==> config.mk <==
export PLATFORM = sky130hd
export DESIGN_NAME = pc_sequencer
export DESIGN_NICKNAME = d
export VERILOG_FILES = /design/src/rtl/pcseq_pkg.sv /design/src/rtl/pcseq_target.sv /design/src/rtl/pcseq_irq_arb.sv /design/src/rtl/pc_sequencer.sv
export SDC_FILE = /design/constraint.sdc
export NUM_CORES = 1
export LEC_CHECK = 0
export BUFFER_PORTS_ARGS = -buffer_cell sky130_fd_sc_hd__buf_2
export CORE_ASPECT_RATIO = 0.7
export CORE_MARGIN = 3
export CORE_UTILIZATION = 40
export DETAILED_ROUTE_END_ITERATION = 8
export PLACE_DENSITY = 0.69
export SLEW_MARGIN = 40
export SYNTH_ARGS = -nofsm -noshare
export SYNTH_HDL_FRONTEND = slang
export SYNTH_HIERARCHICAL = 1
export SYNTH_SLANG_ARGS = --single-unit
==> constraint.sdc <==
create_clock -name clk -period 4.92 [get_ports clk]
set_clock_uncertainty 0.15 [all_clocks]
set_input_delay 0.492 -clock clk [delete_from_list [all_inputs] [get_ports clk]]
set_output_delay 0.492 -clock clk [all_outputs]
set_load 0.1 [all_outputs]
==> src/rtl/pcseq_pkg.sv <==
package pcseq_pkg;

  // Selected change-of-flow source for the instruction in the execute slot
  typedef enum logic [2:0] {
    FLOW_SEQ  = 3'd0,
    FLOW_RET  = 3'd1,
    FLOW_JMP  = 3'd2,
    FLOW_PCL  = 3'd3,
    FLOW_SKIP = 3'd4
  } flow_e;

endpackage

==> src/rtl/pcseq_target.sv <==
module pcseq_target
  import pcseq_pkg::*;
#(
  parameter int PC_W   = 13,
  parameter int PAGE_W = 8
) (
  input  logic [PC_W-1:0]   pc,
  input  logic              ret_stb,
  input  logic [PC_W-1:0]   ret_addr,
  input  logic              jmp_stb,
  input  logic [PC_W-1:0]   jmp_addr,
  input  logic              pcl_wr,
  input  logic [PAGE_W-1:0] pcl_data,
  input  logic              skip_stb,
  output flow_e             flow,
  output logic              redirect,
  output logic [PC_W-1:0]   target
);

  localparam int HI_W = PC_W - PAGE_W;

  logic [HI_W-1:0] page;
  assign page = pc[PC_W-1:PAGE_W];

  // Fixed priority: return, jump/call, low-byte write, skip
  always_comb begin
    flow   = FLOW_SEQ;
    target = pc;
    if (ret_stb) begin
      flow   = FLOW_RET;
      target = ret_addr;
    end else if (jmp_stb) begin
      flow   = FLOW_JMP;
      target = jmp_addr;
    end else if (pcl_wr) begin
      flow   = FLOW_PCL;
      target = {page, pcl_data};
    end else if (skip_stb) begin
      flow   = FLOW_SKIP;
      target = pc + PC_W'(1);
    end
  end

  assign redirect = (flow != FLOW_SEQ);

endmodule

==> src/rtl/pcseq_irq_arb.sv <==
module pcseq_irq_arb #(
  parameter int PC_W       = 13,
  parameter int N_IRQ      = 3,
  parameter int VEC_BASE   = 4,
  parameter int VEC_STRIDE = 4
) (
  input  logic [N_IRQ-1:0] req,
  input  logic [N_IRQ-1:0] en,
  input  logic             allow,
  output logic             take,
  output logic [N_IRQ-1:0] ack,
  output logic [PC_W-1:0]  vector
);

  logic [PC_W-1:0]  vec_tab [N_IRQ];
  logic [N_IRQ-1:0] pend;
  logic             found;

  for (genvar g = 0; g < N_IRQ; g++) begin : g_vec
    assign vec_tab[g] = PC_W'(VEC_BASE + g * VEC_STRIDE);
  end

  assign pend = req & en;

  // Lowest index wins
  always_comb begin
    found  = 1'b0;
    ack    = '0;
    vector = '0;
    for (int i = 0; i < N_IRQ; i++) begin
      if (allow && pend[i] && !found) begin
        found  = 1'b1;
        ack[i] = 1'b1;
        vector = vec_tab[i];
      end
    end
  end

  assign take = found;

endmodule

==> src/rtl/pc_sequencer.sv <==
module pc_sequencer
  import pcseq_pkg::*;
#(
  parameter int PC_W       = 13,
  parameter int PAGE_W     = 8,
  parameter int N_IRQ      = 3,
  parameter int VEC_BASE   = 4,
  parameter int VEC_STRIDE = 4
) (
  input  logic              clk,
  input  logic              rst_n,
  input  logic              jmp_stb,
  input  logic [PC_W-1:0]   jmp_addr,
  input  logic              ret_stb,
  input  logic [PC_W-1:0]   ret_addr,
  input  logic              ret_int,
  input  logic              pcl_wr,
  input  logic [PAGE_W-1:0] pcl_data,
  input  logic              skip_stb,
  input  logic [N_IRQ-1:0]  irq_req,
  input  logic [N_IRQ-1:0]  irq_en,
  input  logic              ie_wr,
  input  logic              ie_val,
  input  logic              stack_full,
  output logic [PC_W-1:0]   fetch_addr,
  output logic              flush,
  output logic              gie,
  output logic              push_req,
  output logic [PC_W-1:0]   push_addr,
  output logic [N_IRQ-1:0]  irq_ack
);

  logic [PC_W-1:0] pc_q, pc_d;
  logic            dummy_q, dummy_d;
  logic            gie_q, gie_d;

  flow_e           flow;
  logic            redirect;
  logic [PC_W-1:0] target;
  logic            live;
  logic            allow;
  logic            take;
  logic [PC_W-1:0] vector;

  assign live = !dummy_q;

  pcseq_target #(
    .PC_W   (PC_W),
    .PAGE_W (PAGE_W)
  ) u_target (
    .pc       (pc_q),
    .ret_stb  (ret_stb),
    .ret_addr (ret_addr),
    .jmp_stb  (jmp_stb),
    .jmp_addr (jmp_addr),
    .pcl_wr   (pcl_wr),
    .pcl_data (pcl_data),
    .skip_stb (skip_stb),
    .flow     (flow),
    .redirect (redirect),
    .target   (target)
  );

  assign allow = live && gie_q && !stack_full;

  pcseq_irq_arb #(
    .PC_W       (PC_W),
    .N_IRQ      (N_IRQ),
    .VEC_BASE   (VEC_BASE),
    .VEC_STRIDE (VEC_STRIDE)
  ) u_arb (
    .req    (irq_req),
    .en     (irq_en),
    .allow  (allow),
    .take   (take),
    .ack    (irq_ack),
    .vector (vector)
  );

  // Next-state selection; a dummy slot only advances past the new target
  always_comb begin
    pc_d    = pc_q + PC_W'(1);
    dummy_d = 1'b0;
    gie_d   = gie_q;
    if (live) begin
      if (take) begin
        pc_d    = vector;
        dummy_d = 1'b1;
        gie_d   = 1'b0;
      end else begin
        if (redirect) begin
          pc_d    = target;
          dummy_d = 1'b1;
        end
        if (flow == FLOW_RET && ret_int) gie_d = 1'b1;
        else if (ie_wr)                  gie_d = ie_val;
      end
    end
  end

  always_ff @(posedge clk) begin
    if (!rst_n) begin
      pc_q    <= '0;
      dummy_q <= 1'b1;
      gie_q   <= 1'b0;
    end else begin
      pc_q    <= pc_d;
      dummy_q <= dummy_d;
      gie_q   <= gie_d;
    end
  end

  assign fetch_addr = pc_q;
  assign flush      = dummy_q;
  assign gie        = gie_q;
  assign push_req   = take;
  assign push_addr  = (live && redirect) ? target : pc_q;


  dummy_adv_chk: assert property (@(posedge clk) disable iff (!rst_n)
    dummy_q |=> (pc_q == PC_W'($past(pc_q) + 1)) && !dummy_q);


  seq_adv_chk: assert property (@(posedge clk) disable iff (!rst_n)
    (!dummy_q && !push_req && !jmp_stb && !ret_stb && !pcl_wr && !skip_stb)
    |=> (pc_q == PC_W'($past(pc_q) + 1)) && !dummy_q);


  irq_blocked_chk: assert property (@(posedge clk) disable iff (!rst_n)
    (stack_full || !gie_q || dummy_q) |-> !push_req);


  ack_onehot_chk: assert property (@(posedge clk) disable iff (!rst_n)
    $onehot0(irq_ack) && (push_req == (irq_ack != '0)));


  entry_state_chk: assert property (@(posedge clk) disable iff (!rst_n)
    push_req |=> !gie_q && dummy_q);


  pcl_page_chk: assert property (@(posedge clk) disable iff (!rst_n)
    (!dummy_q && !push_req && pcl_wr && !ret_stb && !jmp_stb)
    |=> (pc_q[PC_W-1:PAGE_W] == $past(pc_q[PC_W-1:PAGE_W])) && dummy_q);

endmodule

==> results.toml <==
[clock_tree]
cts-resized-gates = 0
cts_made_buffers = 3
cts_setup_buffers = 0
clock_latency_ns = 0.25
htreeDepth = 1
cts_tree = "done"
ctsHoldBuffers = 0
clock_sinks = 15
clock-root-buffer = "clkbuf_8"
ctsLongestPathBuffers = 2
cts.clk_slew.worst_paths_ns = 0.06

[routing]
vias_per_cell = 5.23
drt_iter0_markers = 188
post-route-drc-count = 0
wire_per_inst_um = 14.2
postRouteAntennaNets = 0
firstDrtPassIters = 4
wirelength_um = 5380
via_count = 1978

[synth]
avgSynthCellArea_um2 = 7.35
yosysSeqAreaShare_pct = 16.1
synth.distinct_cells = 50
synth_top_area_share_pct = 16.1
synthTopCellsByArea = "dfxtp_1 16%, mux2_2 8.4%, xor2_1 6.6%"
syn_area_um2 = 1870
synth_edf_count = 0
synth_flop_cell = "dfxtp_1"
synthArstFlopShare_pct = 0
yosysTopAreaCell = "dfxtp_1"
synthCells = 254
synth-seq-cells = 15
yosysWarnings = 6

[layout]
num_antenna_cells = 0
regArea_um2 = 300
nNetsFinal = 376
multi_input_area_um2 = 1420
syn2layout_area_growth_pct = 21.6
drive_gt1_share_pct = 36.8
fillerInstances = 463
fin_util_pct = 51.2

[hold_path]
min_to = "gie"
holdPathStages = 3
hold_start = "rst_n"
hp-class = "in -> reg"

[pwr]
p_per_area_nw_per_um2 = 252
ir_worst_vdd_uv = 214
power.share.switching_pct = 53.5
p_leak_nw = 1.05
pwr-share-seq_pct = 27.5
clock_power_share_pct = 17.6
p_switching_w = 0.000307
combPwrFrac_pct = 54.9
p_int_w = 0.000266

[flow_run]
cap_violations = 0

[sta]
period_share_pct = 73.0
timing.final.max_slew_violations = 0
timing.final.hold_violations = 0
fin_crit_ns = 3.59
grt_setup_unrepaired = "false"
finalSetupTns_ns = 0
finalSetupViolations = 0
tightest_slew_ns = 0.727
relSlewSlack_pct = 51.6
timing.fmax_mhz = 278

[floorplan]
ios = 82
initial_utilization_pct = 42.1
dieArea_um2 = 5540
core_region_area_um2 = 4430
row_count = 20
die_height_um = 63.2
die_width_um = 87.7

[critical_path]
cp.required_ns = 4.28
critPathLaunchType = "primary input"
r2r_slack_ns = 2.25
timing.rr.start = "flush"
reg2reg_to = "fetch_addr[9]"
cp_data_arrival_time_ns = 2.95
rr_worst_depth = 7
path_class = "in -> out"
cp-end-kind = "primary output"
cp_max_fo = 27

[grt]
grt_usage_pct = 19.6
gr-total-overflow = 0
grt_pass1_wl_um = 8850
grt_pass1_vias = 1854
grt_max_degree = 30
antenna_found_initial = 0

[run_status]
status = "completed"

[placement]
hpwl_um = 4270
gp_congestion = 0.827
portBuffers = 81
-- layout by cell type, fill, tap and decap left out, types with 8 or more instances in the layout --
master,count
o22ai_1,8
a21oi_1,23
conb_1,11
nor2_1,27
dfxtp_1,15
o21ai_1,8
buf_2,81
xor2_1,14
nand2_1,28
mux2_2,14
xnor2_1,8
-- how the worst max path moves through the flow --
| stage | start | to | cells after the start |
|---|---|---|---|
| 3_5_place_dp | ret_stb | push_addr[8] | 6 |
| 6_report | ret_stb | push_addr[8] | 6 |
| 4_1_cts | ret_stb | push_addr[8] | 6 |
| 3_3_place_gp | ret_stb | push_addr[4] | 6 |
| 2_1_floorplan | flush | irq_ack[1] | 4 |
| 5_1_grt | ret_stb | push_addr[8] | 6 |
-- power by group through the flow --
stage               registers, W  logic (W)  clock network, W
floorplan               0.000222   0.000197                 0
global route            0.000160   0.000334          0.000107
CTS                     0.000157   0.000315          0.000103
detailed placement      0.000160   0.000314                 0
finish                  0.000157   0.000315          0.000101
global placement        0.000160   0.000313                 0
-- sequential cells by signal, indices dropped and copies added (netlist names) --
signal / cells
flush: 1
gie: 1
fetch_addr: 13
-- cell families after synthesis --
kind of cell,synth area share (%)
mux,10.6
fa+ha+maj,1.34
simple gates,29.1
other cells,0.201
xor+xnor,10.3
compound gates,22.5
buf+inv,9.92
flops,16.1
-- layer usage --
layer,share of wire (%),GRT usage (%)
met1,48,29.4
met4,0.20,2.30
met2,44,29.9
met3,8.5,3.40
met5,0,0
-- cells in the mapped netlist, types with 3 or more instances --
master / count
a21oi_1: 23
a22oi_1: 7
buf_1: 3
buf_2: 4
buf_4: 12
clkbuf_1: 6
dfxtp_1: 15
inv_1: 7
mux2_2: 14
mux2i_1: 4
nand2_1: 28
nand2b_1: 6
nand3_1: 6
nand3_2: 3
nor2_1: 27
nor3_1: 3
nor3b_1: 6
o21ai_0: 5
o21ai_1: 8
o221a_2: 3
o22ai_1: 8
xnor2_1: 8
xor2_1: 14
-- worst max-delay path, stage by stage --
cell      delay [ns]
buf_2           0.24
or3_1           0.41
nand2b_1        0.42
nand2b_1        0.67
mux2_2          0.29
buf_2           0.42
-- through the flow --
stage | setup slack (ns) | hold WS [ns] | total power [W] | cells | area (µm²)
detailed placement | 1.35 | 0.431 | 0.000474 | 374 | 2220
CTS | 1.34 | 0.386 | 0.000576 | 378 | 2270
global route | 1.15 | 0.411 | 0.000601 | 378 | 2270
floorplan | 0.914 | 0.511 | 0.000419 | 264 | 1900
global placement | 1.42 | 0.423 | 0.000473 | 374 | 2220
finish | 1.33 | 0.389 | 0.000573 | 378 | 2270
-- cell type report --
cell class | instances | share of cell area [%]
inverters | 8 | 1.32
repair buffers | 81 | 17.9
well taps | 55 | 3.03
flip-flops and latches | 15 | 13.2
clock buffers | 3 | 1.82
multi-input cells | 215 | 62.5
clock inverters | 1 | 0.221
No activity file was read; power rests on OpenSTA's default activity.
